==> config.mk <==
export PLATFORM = sky130hd
export DESIGN_NAME = occw_top
export DESIGN_NICKNAME = d
export VERILOG_FILES = /design/src/rtl/occw_pkg.sv /design/src/rtl/occw_band.sv /design/src/rtl/occw_regport.sv /design/src/rtl/occw_top.sv
export SDC_FILE = /design/constraint.sdc
export NUM_CORES = 1
export LEC_CHECK = 0
export ABC_CLOCK_PERIOD_IN_PS = 2150
export BUFFER_PORTS_ARGS = -buffer_cell sky130_fd_sc_hd__buf_2
export CAP_MARGIN = 10
export CORE_UTILIZATION = 49
export CTS_BUF_LIST = sky130_fd_sc_hd__clkbuf_16
export DETAILED_ROUTE_END_ITERATION = 10
export GPL_TIMING_DRIVEN = 0
export PLACE_DENSITY = 0.77
export SYNTH_ARGS = -nofsm -noshare
export SYNTH_HDL_FRONTEND = slang
export SYNTH_SLANG_ARGS = --single-unit
==> constraint.sdc <==
create_clock -name clk -period 2.15 [get_ports clk]
set_input_delay 0 -clock clk [delete_from_list [all_inputs] [get_ports clk]]
set_output_delay 0 -clock clk [all_outputs]
set_load 0.03 [all_outputs]
==> src/rtl/occw_pkg.sv <==
package occw_pkg;
    localparam int MAX_BANDS = 2;
    localparam int OFS_LVL0  = 0;
    localparam int OFS_LVL1  = 1;
    localparam int OFS_HWM0  = 2;
    localparam int OFS_HWM1  = 3;
    localparam int OFS_OVF   = 4;
    localparam int OFS_SCR   = 7;
    localparam int DATA_W    = 32;

    typedef enum logic {
        RD_IDLE = 1'b0,
        RD_RESP = 1'b1
    } rd_state_e;
endpackage

==> src/rtl/occw_band.sv <==
module occw_band #(
    parameter int LEVEL_W = 16
) (
    input  logic               clk,
    input  logic               rst,
    input  logic [LEVEL_W-1:0] level_i,
    input  logic               wr_stb_i,
    input  logic               full_i,
    input  logic               clr_i,
    output logic [LEVEL_W-1:0] hwm_o,
    output logic               ovf_o
);
    logic [LEVEL_W-1:0] hwm_q;
    logic               ovf_q;
    logic               ovf_event;

    assign ovf_event = wr_stb_i && full_i;

    always_ff @(posedge clk) begin
        if (rst) begin
            hwm_q <= '0;
        end else if (clr_i) begin
            hwm_q <= level_i;
        end else if (level_i > hwm_q) begin
            hwm_q <= level_i;
        end
    end

    always_ff @(posedge clk) begin
        if (rst) begin
            ovf_q <= 1'b0;
        end else if (ovf_event) begin
            ovf_q <= 1'b1;
        end else if (clr_i) begin
            ovf_q <= 1'b0;
        end
    end

    assign hwm_o = hwm_q;
    assign ovf_o = ovf_q;


    ovf_set_chk: assert property (@(posedge clk) disable iff (rst)
        (wr_stb_i && full_i) |=> ovf_o);


    ovf_sticky_chk: assert property (@(posedge clk) disable iff (rst)
        (ovf_o && !clr_i) |=> ovf_o);


    hwm_cover_chk: assert property (@(posedge clk) disable iff (rst)
        !$past(rst) |-> (hwm_o >= $past(level_i)));


    hwm_mono_chk: assert property (@(posedge clk) disable iff (rst)
        (!$past(rst) && !$past(clr_i)) |-> (hwm_o >= $past(hwm_o)));


    hwm_clear_chk: assert property (@(posedge clk) disable iff (rst)
        (!$past(rst) && $past(clr_i)) |-> (hwm_o == $past(level_i)));
endmodule

==> src/rtl/occw_regport.sv <==
module occw_regport
    import occw_pkg::*;
#(
    parameter int ADDR_W  = 14,
    parameter int LEVEL_W = 16
) (
    input  logic                              clk,
    input  logic                              rst,
    input  logic                              req_valid,
    input  logic                              req_write,
    input  logic [ADDR_W-1:0]                 req_addr,
    input  logic [DATA_W-1:0]                 req_wdata,
    input  logic [MAX_BANDS-1:0][LEVEL_W-1:0] cur_lvl,
    input  logic [MAX_BANDS-1:0][LEVEL_W-1:0] hwm_lvl,
    input  logic [MAX_BANDS-1:0]              ovf_flags,
    output logic                              clr_o,
    output logic                              rd_valid,
    output logic [DATA_W-1:0]                 rd_data
);
    rd_state_e         state_q, state_d;
    logic              rd_req, wr_req;
    logic [DATA_W-1:0] scratch_q;
    logic [DATA_W-1:0] rd_mux;
    logic [DATA_W-1:0] rd_data_q;

    assign rd_req = req_valid && !req_write;
    assign wr_req = req_valid && req_write;

    always_ff @(posedge clk) begin
        if (rst) state_q <= RD_IDLE;
        else     state_q <= state_d;
    end

    always_comb begin
        state_d = state_q;
        unique case (state_q)
            RD_IDLE: state_d = rd_req ? RD_RESP : RD_IDLE;
            RD_RESP: state_d = rd_req ? RD_RESP : RD_IDLE;
            default: state_d = RD_IDLE;
        endcase
    end

    assign rd_valid = (state_q == RD_RESP);
    assign rd_data  = rd_data_q;
    assign clr_o    = wr_req && (req_addr == ADDR_W'(OFS_LVL0));

    always_ff @(posedge clk) begin
        if (rst) begin
            scratch_q <= '0;
        end else if (wr_req && (req_addr == ADDR_W'(OFS_SCR))) begin
            scratch_q <= req_wdata;
        end
    end

    always_comb begin
        rd_mux = '0;
        case (req_addr)
            ADDR_W'(OFS_LVL0): rd_mux = DATA_W'(cur_lvl[0]);
            ADDR_W'(OFS_LVL1): rd_mux = DATA_W'(cur_lvl[1]);
            ADDR_W'(OFS_HWM0): rd_mux = DATA_W'(hwm_lvl[0]);
            ADDR_W'(OFS_HWM1): rd_mux = DATA_W'(hwm_lvl[1]);
            ADDR_W'(OFS_OVF):  rd_mux = DATA_W'(ovf_flags);
            ADDR_W'(OFS_SCR):  rd_mux = scratch_q;
            default:           rd_mux = '0;
        endcase
    end

    always_ff @(posedge clk) begin
        if (rst) begin
            rd_data_q <= '0;
        end else if (rd_req) begin
            rd_data_q <= rd_mux;
        end
    end


    rd_resp_chk: assert property (@(posedge clk) disable iff (rst)
        rd_req |=> rd_valid);


    rd_quiet_chk: assert property (@(posedge clk) disable iff (rst)
        !rd_req |=> !rd_valid);


    scratch_wr_chk: assert property (@(posedge clk) disable iff (rst)
        (wr_req && (req_addr == ADDR_W'(OFS_SCR))) |=> (scratch_q == $past(req_wdata)));


    scratch_keep_chk: assert property (@(posedge clk) disable iff (rst)
        !(wr_req && (req_addr == ADDR_W'(OFS_SCR))) |=> $stable(scratch_q));
endmodule

==> src/rtl/occw_top.sv <==
module occw_top
    import occw_pkg::*;
#(
    parameter int NUM_BANDS = 2,
    parameter int LEVEL_W   = 16,
    parameter int ADDR_W    = 14
) (
    input  logic                           clk,
    input  logic                           rst,
    input  logic [NUM_BANDS*LEVEL_W-1:0]   band_level,
    input  logic [NUM_BANDS-1:0]           band_wr_stb,
    input  logic [NUM_BANDS-1:0]           band_full,
    input  logic                           req_valid,
    input  logic                           req_write,
    input  logic [ADDR_W-1:0]              req_addr,
    input  logic [DATA_W-1:0]              req_wdata,
    output logic                           rd_valid,
    output logic [DATA_W-1:0]              rd_data
);
    logic [MAX_BANDS-1:0][LEVEL_W-1:0] cur_lvl;
    logic [MAX_BANDS-1:0][LEVEL_W-1:0] hwm_lvl;
    logic [MAX_BANDS-1:0]              ovf_flags;
    logic                              clr;

    for (genvar b = 0; b < MAX_BANDS; b++) begin : g_band
        if (b < NUM_BANDS) begin : g_live
            assign cur_lvl[b] = band_level[b*LEVEL_W +: LEVEL_W];
            occw_band #(.LEVEL_W(LEVEL_W)) u_band (
                .clk      (clk),
                .rst      (rst),
                .level_i  (band_level[b*LEVEL_W +: LEVEL_W]),
                .wr_stb_i (band_wr_stb[b]),
                .full_i   (band_full[b]),
                .clr_i    (clr),
                .hwm_o    (hwm_lvl[b]),
                .ovf_o    (ovf_flags[b])
            );
        end else begin : g_absent
            assign cur_lvl[b]   = '0;
            assign hwm_lvl[b]   = '0;
            assign ovf_flags[b] = 1'b0;
        end
    end

    occw_regport #(.ADDR_W(ADDR_W), .LEVEL_W(LEVEL_W)) u_regport (
        .clk       (clk),
        .rst       (rst),
        .req_valid (req_valid),
        .req_write (req_write),
        .req_addr  (req_addr),
        .req_wdata (req_wdata),
        .cur_lvl   (cur_lvl),
        .hwm_lvl   (hwm_lvl),
        .ovf_flags (ovf_flags),
        .clr_o     (clr),
        .rd_valid  (rd_valid),
        .rd_data   (rd_data)
    );


    absent_band_chk: assert property (@(posedge clk) disable iff (rst)
        (NUM_BANDS < 2) |-> (hwm_lvl[MAX_BANDS-1] == '0 && !ovf_flags[MAX_BANDS-1]));


    reset_quiet_chk: assert property (@(posedge clk)
        $past(rst) |-> !rd_valid);
endmodule

==> summary.md, run 1 <==
| Metric | Value |
|---|---|
| Outcome | `finished clean` |
| Arrival @ worst endpoint | `around 2.4 ns` |
| Initial DRC count | `between 200 and 300` |
| Inserted Diodes | `0` |
| Worst setup EP type | `flip-flop` |
| CTS Buf Count | `9` |
| Power density cells | `approximately 640 nW/um^2` |
| Tmin final | `about 2.1 ns` |
| CP Class | `reg -> reg` |
| Number of flops mapped to enable cells by yosys | `0` |
| Leakage dissipation | `2.96 nW` |
| Total track usage | `0.291` |
| #FFs+latches synth | `99` |
| Maximum capacitance violations | `0` |
| Sinks on the clock net | `slightly below 100` |
| Initial Util | `0.503` |
| Int Power | `between 3 and 4 mW` |
| Number of global-route vias before repair | `5200` |
| Fin. max-slew vios | `0` |
| Final WL | `16600 um` |
| Depth of the CTS H-tree | `3` |
| Most common cell after layout, fill and taps aside | `buf_2` |
| Fmax | `between 400 and 500 MHz` |
| Seq/Total Area, Yosys | `0.385` |
| Antenna viol nets, final | `0` |
| Die Width | `104 um` |
| Setup tns final | `0 ns` |
| Slew margin rel. | `0.585` |
| Mapped Cells | `~600` |
| Power consumption | `4.71 mW` |
| Critical-path maximum fanout | `6` |
| GPL Wtd Cong | `roughly 0.91` |
| Die ar. | `10900 um^2` |
| Vias per std cell | `approximately 5.6` |
| Post-synth net total | `722` |
| Row cnt | `37` |
| Top Ports | `approximately 120` |
| First-pass GRT wire length | `around 25000 um` |
| Total core area | `slightly above 10000 um^2` |
| Combinational power share | `0.237` |
| Post-Syn Area | `between 5000 and 6000 um^2` |
| Final setup viols | `0` |
| Final Hold Fails | `0` |
| Worst-path clk slew | `about 0.07 ns` |
| Final hold slack | `between 0.1 and 0.15 ns` |
| Slew @ Worst Pin | `approximately 0.62 ns` |
| Initial antenna violation count | `0` |
| Pin count of the biggest net entering global routing | `20` |
| GR Overflow Total | `0` |
| Warnings, synthesis | `0` |
| Worst VDD drop | `roughly 0.44 mV` |
| Post-synth ARST share | `0` |
| Hold Path Class | `in -> reg` |
| Routed WL per cell | `around 17 um` |
| Psw | `1.40 mW` |
| Count of cell types in the netlist | `39` |
| Top post-synthesis cells by area | `dfxtp_1 39%, mux2i_1 9.3%, nand2b_1 7.9%` |
| Fin crit share | `0.997` |
| Worst EP required | `~2.4 ns` |
| Unrepaired setup endpoints after global routing | `true` |
| Most frequent cells in the layout | `123 x buf_2, 107 x nand2_1, 79 x dfxtp_1` |
| Clock power share | `0.341` |
| Reg power frac | `0.422` |
| Worst-Skew Late Latency | `~0.35 ns` |
| Top cell type's share of synthesized area | `0.385` |
| Die span in y | `~100 um` |
| Layout cells sized above 1 | `0.270` |
| Avg Cell Area, Syn | `8.52 um^2` |
| Clk buf depth | `2` |
| Detailed Routing Iterations Pass 1 | `5` |
| CP startpoint kind | `flip-flop` |
| Switching Share | `0.296` |
| Routed via count | `around 5300` |
| Top_reg_cell synth | `dfxtp_1` |
| Clk root buf | `clkbuf_16` |
| Area added between synthesis and finish | `42.3%` |
| CTS tree | `built` |
| Layout Skew | `~0.0094 ns` |
| Yosys top cell by area | `dfxtp_1` |
| DRC viols | `0` |
| # port buffers | `about 120` |
| HPWL after detailed placement | `~11000 um` |
| Nets | `roughly 930` |
[cells in the mapped netlist (all sizes together), types with 4 or more instances]
cell type,number
clkbuf,22
a221oi,16
a21oi,61
nand2,108
a211oi,5
nor4,4
ha,32
nor2b,5
mux2i,48
nand4,7
dfxtp,99
buf,15
o21ai,14
inv,32
nand2b,65
nand3,22
nor2,15
o2bb2ai,14
[through the flow]
step	util	area, um^2	std cells	setup slack, ns
final	0.716	7330	954	0.00739
after CTS	0.678	6940	943	-0.00189
after global placement	0.577	5900	857	-0.230
after floorplan	-	5150	604	0.137
after detailed placement	0.577	5900	857	-0.344
after global routing	0.716	7330	954	-0.0620
[power groups by stage]
stage	registers (mW)	clock network, mW	logic (mW)
final	1.99	1.61	1.11
after CTS	1.98	1.62	0.856
after global placement	2.02	0	0.683
after detailed placement	2.02	0	0.717
after floorplan	2.01	0	0.474
after global routing	2.00	1.68	1.19
[what timing repair did]
item / in CTS / in global routing
cloned: 0 / 2
setup buffers: 2 / 10
gates resized for setup: 10 / 50
hold buffers: 68 / 0
hold endpoints to repair: 66 / 0
setup endpoints to repair: 32 / 32
pin swaps: 8 / 21
[path summary, 6_finish.rpt]
kind | start | to | slack, ns | depth (start not counted)
setup / recovery | g_band[0].g_live.u_band.hwm_o[12] | g_band[0].g_live.u_band.hwm_o[14] | 0.007 | 9
hold / removal | rst | u_regport.rd_valid | 0.14 | 2
setup reg to reg | g_band[0].g_live.u_band.hwm_o[12] | g_band[0].g_live.u_band.hwm_o[14] | 0.007 | 9
hold reg to reg | u_regport.rd_data[12] | u_regport.rd_data[12] | 0.46 | 2
[flip-flops by register name, summed over array words and instances, names as in the netlist]
signal and flops:
u_regport.rd_data 32, g_band.g_live.u_band.hwm_o 32, u_regport.scratch_q 32, g_band.g_live.u_band.ovf_o 2, u_regport.rd_valid 1
[cell type report]
class | count | area (um^2)
multi-input cells | 436 | 3130
fillers | 756 | 2910
flip-flops and latches | 99 | 2010
repair buffers | 198 | 1410
clock buffers | 9 | 225
plain buffers | 37 | 194
well taps | 136 | 170
inverters | 32 | 120
clock inverters | 7 | 70.1
[cells by family (layout without fill, tap and decap cells)]
family          count (synthesis)  after routing  share of synthesized area
simple gates                  233            233                      0.229
flops                          99             99                      0.385
buf+inv                        69            283                     0.0586
mux                            48             48                     0.0933
fa+ha+maj                      32             32                     0.0778
xor+xnor                        1              1                    0.00170
compound gates                122            122                      0.154
[critical path: stages (launching register included)]
cell	delay [ns]
dfxtp_2	0.33
inv_1	0.05
ha_1	0.31
nand4_4	0.14
nor2_1	0.07
a211oi_2	0.28
o311ai_2	0.18
a21oi_4	0.29
buf_6	0.19
mux2i_1	0.21
[layer usage]
metal  global-route usage  routed length, um  vias up  share of wire
li1                     -                  -     2497              -
met1                0.343               6660     2545           0.40
met2                0.512               8210      220           0.50
met3               0.0508               1150       50          0.069
met4                0.131                546        0          0.033
met5                    0                  0        -              0
Power figures use the tool's default switching activity.
==> run 2, diff against run 1 <==
- CORE_UTILIZATION: 49 -> 30
- PLACE_DENSITY: 0.77 -> default
==> run 2 against run 1 <==
Net effect:
- clock skew grew 0.00076 ns
- die area grew 62%
- sequential power hardly changed
- via count decreased by 8.6%
- final area is 2.6% lower
- sequential cell count unchanged
- register-to-register slack improved by 0.04 ns
- setup slack gained 0.040 ns
- worst hold slack gained 0.0044 ns
- largest cell class unchanged
==> summary.md, run 2 (synthesis gave the netlist of run 1 again) <==
| Metric | Value |
|---|---|
| Outcome | `finished clean` |
| CTS Buf Count | `9` |
| Antenna viol nets, final | `0` |
| HPWL after detailed placement | `approximately 12000 um` |
| Met2 wire len | `about 7400 um` |
| PnR worst setup slack | `approximately 0.048 ns` |
| Switching Share | `0.281` |
| Initial Util | `0.309` |
| Clk root buf | `clkbuf_16` |
| Final hold slack | `0.146 ns` |
| CP peak stage delay | `~0.37 ns` |
| GR Overflow Total | `0` |
| Detailed Routing Iterations Pass 1 | `4` |
| Sinks on the clock net | `about 100` |
| Die span in y | `133 um` |
| Pre-CTS WS | `-0.256 ns` |
| Worst EP required | `around 2.4 ns` |
| Int Power | `~3.3 mW` |
| Number of global-route vias before repair | `4809` |
| Die Width | `133 um` |
| Nets | `920` |
| CP Buf/Inv Count | `2` |
| Fin crit share | `0.978` |
| RR Endpoint | `g_band[0].g_live.u_band.hwm_o[14]` |
| Critical-path maximum fanout | `6` |
| Inserted Diodes | `0` |
| DRC viols | `0` |
| Arrival @ worst endpoint | `2.38 ns` |
| Worst reg2reg path depth | `9` |
| Initial DRC count | `between 200 and 250` |
| Slowest-stage cell, CP | `dfxtp_1` |
| CTS tree | `built` |
| Met1 Wirelength | `~7500 um` |
| Reg-to-reg critical path startpoint | `g_band[0].g_live.u_band.hwm_o[8]` |
| Final WL | `16100 um` |
| Worst setup EP type | `flip-flop` |
| Pin count of the biggest net entering global routing | `17` |
| Die ar. | `17700 um^2` |
| Most common cell after layout, fill and taps aside | `buf_2` |
| Reg power frac | `0.436` |
| Layout Skew | `between 0.01 and 0.015 ns` |
| WHS Path Cells | `4` |
| Routed via count | `roughly 4900` |
| Slew margin rel. | `0.594` |
| Tmin final | `between 2 and 2.5 ns` |
| Placement Cell Area | `between 6000 and 7000 um^2` |
| Slew @ Worst Pin | `~0.61 ns` |
| Routed wl met3 | `~970 um` |
| Uppermost layer routed | `met5` |
| Finished Cell Area | `just over 7000 um^2` |
| Worst VDD drop | `0.448 mV` |
| Top Ports | `about 120` |
| Critical Path Start | `g_band[0].g_live.u_band.hwm_o[8]` |
| Power density cells | `about 640 nW/um^2` |
| Area added between synthesis and finish | `38.6%` |
| Leakage dissipation | `2.87 nW` |
| CP startpoint kind | `flip-flop` |
| Depth of the CTS H-tree | `3` |
| CP top delay family | `compound AO/OA/AOI/OAI gates` |
| Most frequent cells in the layout | `124 x buf_2, 108 x nand2_1, 94 x dfxtp_1` |
| Total core area | `~17000 um^2` |
| Fmax | `476 MHz` |
| Vias per std cell | `between 4 and 5` |
| R2R Setup Slk | `~0.048 ns` |
| Clock power share | `0.364` |
| Worst-Skew Late Latency | `between 0.3 and 0.4 ns` |
| First-pass GRT wire length | `25600 um` |
| Final Hold Fails | `0` |
| Unrepaired setup endpoints after global routing | `true` |
| Worst hold endpoint | `u_regport.rd_data[1]` |
| Row cnt | `47` |
| GPL Wtd Cong | `between 0.8 and 0.9` |
| Maximum capacitance violations | `0` |
| Total track usage | `0.187` |
| Clk buf depth | `2` |
| Final setup viols | `0` |
| Combinational power share | `0.200` |
| Initial antenna violation count | `2` |
| Worst-path clk slew | `0.07 ns` |
| # port buffers | `117` |
| Hold Startpoint | `req_addr[1]` |
| CP Class | `reg -> reg` |
| Layout cells sized above 1 | `0.218` |
| Routed WL per cell | `roughly 16 um` |
| Fin. max-slew vios | `0` |
| Power consumption | `between 4 and 5 mW` |
| Psw | `roughly 1.3 mW` |
| Crit-path cells | `inv_1 > ha_1 > nand4_1 > nor2_1 > a211oi_1 > o311ai_2 > a21oi_4 > buf_4 > mux2i_2` |
| Hold Path Class | `in -> reg` |
-- run 2: cell count changes in the layout (fill, tap and decap cells not counted), moves of 3 or more --
| cell | delta |
|---|---|
| ha_4 | -8 |
| dfxtp_2 | -15 |
| clkinv_2 | +3 |
| ha_1 | +8 |
| dfxtp_1 | +15 |
| a21oi_1 | +6 |
| inv_6 | -3 |
| a21oi_2 | -6 |
| buf_4 | -9 |
-- run 2: stage by stage --
step           cells   util  setup TNS [ns]
2_1_floorplan    604      -               0
3_3_place_gp     941  0.361           -4.33
3_5_place_dp     941  0.361           -4.49
4_1_cts         1027  0.423               0
5_1_grt         1027  0.429          -0.985
6_report        1027  0.429               0
-- run 2: layer usage --
metal / GRT usage / vias up
li1: - / 2479
met1: 0.244 / 2232
met2: 0.306 / 126
met3: 0.0452 / 17
met4: 0.0492 / 2
met5: 0 / -
-- run 2: final cells by class --
class	instances	area [um^2]
Timing Repair Buffer	187	1280
Fill cell	1684	9510
Sequential cell	99	1990
Multi-Input combinational cell	436	2980
Clock inverter	7	68.8
Tap cell	220	275
Inverter	32	120
Buffer	37	190
Clock buffer	9	225
-- run 2: how the worst max path moves through the flow --
stage                                              to  slack [ns]  cells past startpoint
CTS                  g_band[1].g_live.u_band.hwm_o[6]       0.003                      9
floorplan           g_band[1].g_live.u_band.hwm_o[10]        0.14                      9
finish              g_band[0].g_live.u_band.hwm_o[14]        0.05                      9
global placement     g_band[0].g_live.u_band.hwm_o[1]       -0.25                      9
detailed placement  g_band[0].g_live.u_band.hwm_o[15]       -0.26                      9
global route        g_band[0].g_live.u_band.hwm_o[14]       -0.08                      9
-- run 2: power by group through the flow --
stage | clock network (mW) | registers (mW) | logic, mW
2_1_floorplan | 0 | 2.01 | 0.474
3_3_place_gp | 0 | 2.02 | 0.712
3_5_place_dp | 0 | 2.02 | 0.718
4_1_cts | 1.68 | 1.98 | 0.856
5_1_grt | 1.75 | 1.99 | 1.01
6_report | 1.66 | 1.98 | 0.912
-- run 2: worst min-delay path, cell delays in order --
cell	delay, ns
buf_2	0.12
nor2b_1	0.07
a31oi_1	0.17
a31oi_1	0.09
-- run 2: repair_timing --
item,CTS,global route
hold buffers,68,0
buffers inserted,2,0
pin swaps,4,7
endpoints found under the setup margin,32,32
resized for setup,5,17
hold endpoints to repair,66,0
==> run 3, diff against run 2 <==
- ABC_AREA: default -> 1
- CORE_MARGIN: default -> 4
==> run 3 against run 2 <==
Net effect:
- utilization shrank 1.5 points
- clock skew shrank 0.00076 ns
- via count grew 21%
- worst hold slack got worse by 0.033 ns
- largest cell class unchanged
- routed wire length is 11% higher
- sequential share of layout area decreased by 0.18 points
==> summary.md, run 3 <==
| Metric | Value |
|---|---|
| Slowest-stage cell, CP | `dfxtp_1` |
| CP Buf/Inv Count | `2` |
| CP top delay family | `simple AND/OR/NAND/NOR gates` |
| Fmax | `around 510 MHz` |
| Initial antenna violation count | `1` |
| Placement Cell Area | `6180 um^2` |
| Number of flops mapped to enable cells by yosys | `0` |
| Pin count of the biggest net entering global routing | `20` |
| Hold Path Class | `in -> reg` |
| GPL Wtd Cong | `roughly 0.93` |
| Leakage dissipation | `between 3 and 4 nW` |
| Top-count cell post-synth | `nand2_1` |
| Maximum capacitance violations | `0` |
| Top Ports | `119` |
| Top cell type's share of synthesized area | `0.373` |
| Arrival @ worst endpoint | `~2.2 ns` |
| Power density cells | `roughly 670 nW/um^2` |
| Outcome | `finished clean` |
| Avg Cell Area, Syn | `just under 7 um^2` |
| Critical-path maximum fanout | `10` |
| Vias per std cell | `between 4 and 5` |
| Die Width | `about 140 um` |
| Crit-path cells | `inv_1 > ha_1 > nand4_1 > nor3_1 > nand3_1 > nand2_1 > buf_2 > nand3_1 > nand2_1 > nor2_1` |
| Die ar. | `19900 um^2` |
| Row cnt | `48` |
| WP depth | `10` |
| Synth Area in Compound Gates | `0.125` |
| DRC viols | `0` |
| CTS Buf Count | `9` |
| Fin crit share | `0.904` |
| Seq/Total Area, Yosys | `0.373` |
| #FFs+latches synth | `99` |
| Post-synth net total | `between 800 and 900` |
| Layout cells sized above 1 | `0.176` |
| CP startpoint kind | `flip-flop` |
| Post-synthesis simple-gate area fraction | `0.336` |
| GR Overflow Total | `0` |
| Setup tns final | `0 ns` |
| Worst VDD drop | `~0.47 mV` |
| Initial DRC count | `393` |
| CP Class | `reg -> reg` |
| First-pass GRT wire length | `about 28000 um` |
| Placed insts | `roughly 1100` |
| Total track usage | `0.179` |
| Nets | `between 1000 and 1500` |
| Clk buf depth | `2` |
| Area added between synthesis and finish | `34.9%` |
| Final Util | `0.414` |
| Worst setup EP type | `flip-flop` |
| CP peak stage delay | `about 0.36 ns` |
| Detailed Routing Iterations Pass 1 | `5` |
| Mux share of post-synthesis cell area | `0` |
| Post-route insts no fill | `between 1000 and 1500` |
| Total core area | `about 17000 um^2` |
| Filler cells | `between 1500 and 2000` |
| Worst reg2reg path depth | `10` |
| Power consumption | `about 4.8 mW` |
| Worst-Skew Late Latency | `around 0.37 ns` |
| Top post-synthesis cells by area | `dfxtp_1 37%, nand3_1 14%, nand2_1 13%` |
| Finished Cell Area | `7160 um^2` |
| Fin. max-slew vios | `0` |
| Antenna viol nets, final | `0` |
| Most frequent cells in the layout | `189 x nand2_1, 144 x nand3_1, 139 x buf_2` |
| # port buffers | `about 120` |
| Slew @ Worst Pin | `between 0.7 and 0.8 ns` |
| Sinks on the clock net | `99` |
| Worst-path clk slew | `~0.070 ns` |
| CTS tree | `built` |
| Warnings, synthesis | `0` |
| Synth Area in XOR/XNOR | `0` |
| Slew margin rel. | `0.528` |
| Reg area | `around 2000 um^2` |
| Yosys top cell by area | `dfxtp_1` |
| Post-synth ARST share | `0` |
| Routed via count | `approximately 5900` |
| Number of global-route vias before repair | `5455` |
| Most common cell after layout, fill and taps aside | `nand2_1` |
| Worst EP required | `around 2.4 ns` |
| Post-Syn Area | `approximately 5300 um^2` |
| Tmin final | `~2 ns` |
| Synth Area in Adders | `0.0755` |
| HPWL after detailed placement | `13800 um` |
| Depth of the CTS H-tree | `3` |
| Post-synth top cells | `189 x nand2_1, 144 x nand3_1, 108 x a21oi_1, 99 x dfxtp_1, 58 x inv_1` |
| Area occupied by multi-input gates | `2850 um^2` |
| Count of cell types in the netlist | `25` |
| Mapped Cells | `slightly below 800` |
| Clk root buf | `clkbuf_16` |
| Largest family of logic cells by synthesized area | `simple AND/OR/NAND/NOR gates` |
| Die span in y | `141 um` |
| Final Hold Fails | `0` |
| Top_reg_cell synth | `dfxtp_1` |
| Initial Util | `0.307` |
| Final WL | `18000 um` |
| Final setup viols | `0` |
| Routed WL per cell | `~15 um` |
| WHS Path Cells | `4` |
| Layout Skew | `~0.0094 ns` |
[run 3: changes by cell type in the layout (fill, tap and decap cells not counted), moves of 10 or more]
cell / before / now
nand2_1: 108 / 189
a21oi_1: 59 / 108
mux2i_1: 47 / 0
nor2_1: 13 / 57
buf_2: 124 / 139
a221oi_1: 16 / 0
o21ai_1: 0 / 10
nand2b_1: 65 / 0
o2bb2ai_1: 14 / 0
inv_1: 32 / 58
nand3_1: 21 / 144
[run 3: area by class of cell]
| type | count | area share |
|---|---|---|
| plain buffers | 49 | 0.0350 |
| diodes | 1 | 0.000350 |
| clock buffers | 9 | 0.0315 |
| clock inverters | 7 | 0.00944 |
| flip-flops and latches | 99 | 0.277 |
| multi-input cells | 572 | 0.398 |
| inverters | 61 | 0.0320 |
| well taps | 225 | 0.0393 |
| repair buffers | 186 | 0.178 |
[run 3: routing by layer]
metal	vias up	share of wire	global-route usage
met5	-	0	0
met4	0	0.020	0.0505
met3	27	0.064	0.0370
met2	202	0.45	0.287
met1	2638	0.46	0.244
li1	2990	-	-
[run 3: worst paths after layout]
check,slack (ns),to,from
max,0.21,g_band[1].g_live.u_band.hwm_o[11],g_band[1].g_live.u_band.hwm_o[11]
min,0.11,g_band[0].g_live.u_band.hwm_o[10],rst
max reg2reg,0.21,g_band[1].g_live.u_band.hwm_o[11],g_band[1].g_live.u_band.hwm_o[11]
min reg2reg,0.46,u_regport.rd_data[16],u_regport.rd_data[16]
[run 3: worst min-delay path, cell delays in order]
cell,delay (ns)
buf_2,0.12
clkinv_1,0.17
nand2_1,0.08
nor2_1,0.07
[run 3: what timing repair did]
item,4_1_cts,5_1_grt
hold endpoints to repair,66,0
endpoints found under the setup margin,0,24
resized for setup,0,5
setup buffers,0,0
hold buffers,68,0
[run 3: metrics by stage]
stage | hold slack (ns) | worst slack [ns]
floorplan | 0.132 | 0.447
global placement | 0.257 | 0.0310
detailed placement | 0.250 | 0.0473
CTS | 0.0994 | 0.0194
global route | 0.149 | -0.000405
finish | 0.113 | 0.206
[run 3: power by group]
| part | leakage [nW] | switching (mW) | internal (mW) | total [mW] |
|---|---|---|---|---|
| Sequential | 0.807 | 0.0914 | 1.97 | 2.06 |
| Combinational | 2.28 | 0.654 | 0.462 | 1.12 |
| Clock | 0.145 | 0.809 | 0.816 | 1.63 |
| Total | 3.24 | 1.55 | 3.24 | 4.80 |
[run 3: cells by family after synthesis]
group | Yosys count
flip-flops | 99
AO/OA/AOI/OAI | 132
buffers and inverters | 110
AND/OR/NAND/NOR | 408
adder cells (fa/ha/maj) | 32
